$ cat src/rtl/cfg_serial_port.sv
module cfg_serial_port #(
  parameter int ADDR_W      = 8,
  parameter int DATA_W      = 16,
  parameter int NUM_REGS    = 16,
  parameter int SYNC_STAGES = 2,
  parameter int SRST_ADDR   = 0,
  parameter int SRST_BIT    = 7,
  parameter int RDOUT_ADDR  = 1,
  parameter int RDOUT_BIT   = 0
) (
  input  logic                       clk,
  input  logic                       rst_n,
  input  logic                       cs_n,
  input  logic                       sclk,
  input  logic                       sdi,
  output logic                       sdo,
  output logic                       sdo_oe,
  output logic [NUM_REGS*DATA_W-1:0] cfg_q
);
  localparam int WORD_W = ADDR_W + DATA_W;
  localparam int CNT_W  = $clog2(WORD_W);
  localparam int IDX_W  = (NUM_REGS > 1) ? $clog2(NUM_REGS) : 1;

  logic [SYNC_STAGES:0]   sclk_sy;
  logic [SYNC_STAGES-1:0] cs_sy;
  logic [SYNC_STAGES-1:0] sdi_sy;

  always_ff @(posedge clk or negedge rst_n) begin
    if (!rst_n) begin
      sclk_sy <= '0;
      cs_sy   <= '1;
      sdi_sy  <= '0;
    end else begin
      sclk_sy <= {sclk_sy[SYNC_STAGES-1:0], sclk};
      cs_sy   <= {cs_sy[SYNC_STAGES-2:0], cs_n};
      sdi_sy  <= {sdi_sy[SYNC_STAGES-2:0], sdi};
    end
  end

  logic cs_on, rise, fall, bit_in;
  assign cs_on  = !cs_sy[SYNC_STAGES-1];
  assign rise   = cs_on &&  sclk_sy[SYNC_STAGES-1] && !sclk_sy[SYNC_STAGES];
  assign fall   = cs_on && !sclk_sy[SYNC_STAGES-1] &&  sclk_sy[SYNC_STAGES];
  assign bit_in = sdi_sy[SYNC_STAGES-1];

  logic [WORD_W-2:0] sr_q;
  logic [CNT_W-1:0]  cnt_q;
  logic [WORD_W-1:0] word;
  logic [ADDR_W-1:0] w_addr, a_addr;
  logic [DATA_W-1:0] w_data;
  logic              word_done, addr_done;

  assign word      = {sr_q, bit_in};
  assign w_addr    = word[WORD_W-1 -: ADDR_W];
  assign w_data    = word[DATA_W-1:0];
  assign a_addr    = {sr_q[ADDR_W-2:0], bit_in};
  assign word_done = rise && (cnt_q == CNT_W'(WORD_W-1));
  assign addr_done = rise && (cnt_q == CNT_W'(ADDR_W-1));

  always_ff @(posedge clk or negedge rst_n) begin
    if (!rst_n) begin
      sr_q  <= '0;
      cnt_q <= '0;
    end else if (!cs_on) begin
      sr_q  <= '0;
      cnt_q <= '0;
    end else if (rise) begin
      sr_q  <= word[WORD_W-2:0];
      cnt_q <= word_done ? '0 : cnt_q + 1'b1;
    end
  end

  function automatic logic in_range(input logic [ADDR_W-1:0] a);
    return 32'(a) < NUM_REGS;
  endfunction

  logic [DATA_W-1:0] regs [NUM_REGS];
  logic              readout, wr_ok, srst;

  assign readout = regs[RDOUT_ADDR][RDOUT_BIT];
  assign wr_ok   = word_done && in_range(w_addr) &&
                   (!readout || w_addr == ADDR_W'(RDOUT_ADDR));
  assign srst    = wr_ok && (w_addr == ADDR_W'(SRST_ADDR)) && w_data[SRST_BIT];

  always_ff @(posedge clk or negedge rst_n) begin
    if (!rst_n) begin
      for (int i = 0; i < NUM_REGS; i++) regs[i] <= '0;
    end else if (srst) begin
      for (int i = 0; i < NUM_REGS; i++) regs[i] <= '0;
    end else if (wr_ok) begin
      regs[w_addr[IDX_W-1:0]] <= w_data;
    end
  end

  logic [DATA_W-1:0] rd_q, rd_val;
  assign rd_val = (in_range(a_addr) && a_addr != ADDR_W'(RDOUT_ADDR))
                  ? regs[a_addr[IDX_W-1:0]] : '0;

  always_ff @(posedge clk or negedge rst_n) begin
    if (!rst_n)
      rd_q <= '0;
    else if (addr_done)
      rd_q <= rd_val;
    else if (fall && cnt_q >= CNT_W'(ADDR_W+1))
      rd_q <= {rd_q[DATA_W-2:0], 1'b0};
  end

  assign sdo_oe = readout;
  assign sdo    = readout & rd_q[DATA_W-1];

  for (genvar g = 0; g < NUM_REGS; g++) begin : g_out
    assign cfg_q[g*DATA_W +: DATA_W] = regs[g];
  end
endmodule

$ cat config.mk
export PLATFORM = sky130hd
export DESIGN_NAME = cfg_serial_port
export DESIGN_NICKNAME = d
export VERILOG_FILES = /design/src/rtl/cfg_serial_port.sv
export SDC_FILE = /design/constraint.sdc
export NUM_CORES = 1
export LEC_CHECK = 0
export CORE_ASPECT_RATIO = 1.2
export CORE_UTILIZATION = 43
export CTS_CLUSTER_DIAMETER = 150
export DETAILED_ROUTE_END_ITERATION = 8
export PLACE_DENSITY = 0.7
export REMOVE_ABC_BUFFERS = 1
export SKIP_LAST_GASP = 1
export SLEW_MARGIN = 20
export SYNTH_ARGS = -nofsm -noshare
export SYNTH_HDL_FRONTEND = slang
export SYNTH_SLANG_ARGS = --single-unit
export TNS_END_PERCENT = 100
$ cat constraint.sdc
create_clock -name clk -period 3.5 [get_ports clk]
set_input_delay 0.7 -clock clk [delete_from_list [all_inputs] [get_ports clk]]
set_output_delay 0.7 -clock clk [all_outputs]
set_load 0.02 [all_outputs]
==> impl_metrics.py <==
metrics = {
    "route": {
        "viasPerCell": 6.47,
        "firstDrtPassIters": 7,
        "drc": 2,
        "post_drt_wl_per_cell_um": 26.5,
        "routed_wl_um": 52900,
        "vias": 12917,
        "drt_iter0_markers": 1451,
        "ant_nets": 0,
    },
    "synth": {
        "synthArstFlopShare_pct": 100,
        "syn_area_um2": 15200,
        "yosys_warnings": 0,
        "synth-edff-count": 0,
        "syn_avg_cell_area_um2": 11.3,
        "yosys.area.top_type": "dfrtp_1",
        "ys_types": 52,
        "ys_ff_latch": 307,
        "synth-main-ff-cell": "dfrtp_1",
        "synth_seq_area_share_pct": 50.5,
        "synth.area.top_cells": "dfrtp_1 (50%), o2bb2ai_1 (11%), mux4_2 (9.5%), o21ai_0 (6.6%), clkbuf_1 (3.2%)",
        "synth_top_area_share_pct": 50.1,
        "synthCells": 1343,
    },
    "cts": {
        "clock_path_buffers": 3,
        "numCtsBuffers": 34,
        "cts_setup_buffers": 0,
        "clk_pin_slew_ps": 60,
        "ctsRootBufferMaster": "clkbuf_16",
        "postCtsHoldBufs": 0,
        "post_cts_resized": 0,
        "clock_latency_ps": 520,
        "cts_tree": "done",
        "htreeDepth": 2,
        "clock_sinks": 307,
    },
    "timing": {
        "tightest_slew_ps": 1040,
        "grt_setup_unrepaired": "no",
        "finalCritPeriodShare_pct": 86.2,
        "final.setup.worst_slack_ps": 482,
        "setup_violations": 0,
        "min_period_ps": 3020,
        "hold_viol_final": 0,
        "slew_violations": 0,
        "fmax_mhz": 331,
        "fin_worst_skew_ps": 17.0,
        "relSlewSlack_pct": 30.8,
    },
    "placement": {
        "portBuffers": 262,
        "dp_slack_ps": 652,
        "place_area_um2": 18200,
        "dp_hpwl_um": 34400,
        "dp_cells": 1936,
        "gp_congestion": 0.892,
    },
    "die": {
        "coreArea_um2": 34900,
        "die_h_um": 208,
        "boundaryPins": 263,
        "rows": 75,
        "initial_core_util_pct": 43.6,
        "die_w_um": 174,
        "dieArea_um2": 36200,
    },
    "global_routing": {
        "grt_max_degree": 110,
        "track_usage_pct": 29.0,
        "grt_pass1_vias": 12812,
        "antenna_found_initial": 0,
        "grt-ovfl-total": 0,
        "grt_pass1_wl_um": 80600,
    },
    "layout": {
        "area_delta_synth_final_pct": 27.1,
        "drive_above_1_share_pct": 13.5,
        "fin_area_um2": 19300,
        "fin_cells": 1996,
        "antenna_cells": 0,
        "fin_nets": 1517,
    },
    "pwr": {
        "p_total_mw": 7.42,
        "leakagePower_nw": 7.62,
        "power_density_nw_per_um2": 384,
        "vdd_ir_drop_max_v": 0.000301,
    },
    "hold_path": {
        "hold_path.class": "primary input to async pin",
    },
    "critical_path": {
        "worstPathArrival_ps": 3400,
        "start_kind": "flip-flop",
        "cp.required_ps": 3880,
        "cp-end-kind": "flip-flop",
        "path_class": "flip-flop to flip-flop",
        "critPathMaxFanout": 73,
    },
    "outcome": {
        "violations": "design-rule violations",
        "status": "complete, but fails checks",
    },
    "run": {
        "drv_cap": 0,
    },
}
==> cell families after synthesis <==
kind of cell	share of synthesized area [%]
AO/OA/AOI/OAI	25.8
adder cells (fa/ha/maj)	0.164
flip-flops	50.5
XOR/XNOR	0.0576
AND/OR/NAND/NOR	5.23
multiplexers	12.6
buffers and inverters	5.59
==> sequential cells by signal, summed over array words and instances (netlist names) <==
register / flops
cs_sy: 2
cnt_q: 5
cfg_q: 256
rd_q: 16
sr_q: 23
sdi_sy: 2
sclk_sy: 3
==> through the flow <==
stage	setup TNS [ps]	hold slack, ps	util [%]
3_5_place_dp	0	335	52.1
2_1_floorplan	-2287930	331	-
5_1_grt	0	261	55.4
6_report	0	203	55.4
3_3_place_gp	0	335	52.1
4_1_cts	0	244	55.4
==> report_power, final <==
part	switching [mW]	internal, mW
Clock	1.48	2.18
Combinational	0.132	0.0522
Sequential	0.0191	3.56
==> layout by cell type (no fill, tap or decap), types with 10 or more instances in the layout <==
master           instances
mux2i_1                 47
nand2_1                 53
nand4_1                 15
buf_4                   48
a22oi_1                 30
clkbuf_16               37
mux4_2                  64
o2bb2ai_1              183
or3_1                   11
o21ai_0                202
inv_1                   17
o31ai_1                 30
a211oi_1                16
o41ai_1                 33
o21bai_1                14
dfrtp_1                303
a21oi_1                 49
nor2_1                  10
clkdlybuf4s50_1        261
==> synth_stat cells (2+ instances only) <==
library cell and count:
nor2b_1 4, a211oi_1 17, or2_2 2, or3_1 11, nor3b_1 2, o21ai_1 5, o41ai_1 33, inv_1 17
ha_1 2, nand3_1 2, o31ai_1 30, a211o_1 2, nor2_1 10, nand2b_1 6, buf_1 13, nand4_1 15
mux2i_1 47, dfstp_2 2, or4b_2 6, or4_1 6, and2_1 3, nand2_1 53, mux4_2 64, a22o_1 2
nor3_1 5, clkbuf_1 128, nor2_2 9, nand4b_1 2, dfrtp_1 305, nor4_1 2, buf_4 2, a21oi_1 49
o21ai_0 202, o2bb2ai_1 183, a22oi_1 30, buf_6 3, o21bai_1 14, buf_2 41
==> critical path, cell delays in order, from the launching register on <==
cell and delay [ps]:
dfrtp_1 430, ha_1 240, nand4b_1 230, or4_4 780, buf_12 280, buf_4 390
o21ai_0 320, o2bb2ai_1 110
==> per-layer routing <==
metal / routed length (um) / up-vias / part of all wire [%] / track usage [%]
li1: - / 5520 / - / -
met1: 19800 / 6571 / 37 / 37.1
met4: 3500 / 0 / 6.6 / 17.9
met3: 3810 / 157 / 7.2 / 4.99
met2: 25800 / 669 / 49 / 45.9
met5: 0 / - / 0 / 0
==> final cells by class <==
class                      count  area [um2]
clock inverter                11        87.6
clock buffer                  49        1060
fill                        2997       15600
inverter                      18        67.6
tap                          462         578
sequential                   307        7690
multi-input combinational    831        6710
timing repair buffer         318        3150
==> worst paths after layout <==
path | from | to | slack, ps | cells after the start
setup / recovery | cnt_q[0] | cfg_q[249] | 480 | 7
hold / removal | rst_n | cfg_q[241] | 200 | 1
setup reg to reg | cnt_q[0] | cfg_q[249] | 480 | 7
hold reg to reg | sclk_sy[0] | sclk_sy[1] | 350 | 0
max in group asynchronous | rst_n | sclk_sy[2] | 2330 | 2
min in group clk | sclk_sy[0] | sclk_sy[1] | 350 | 0
(Power assumes the default switching activity.)
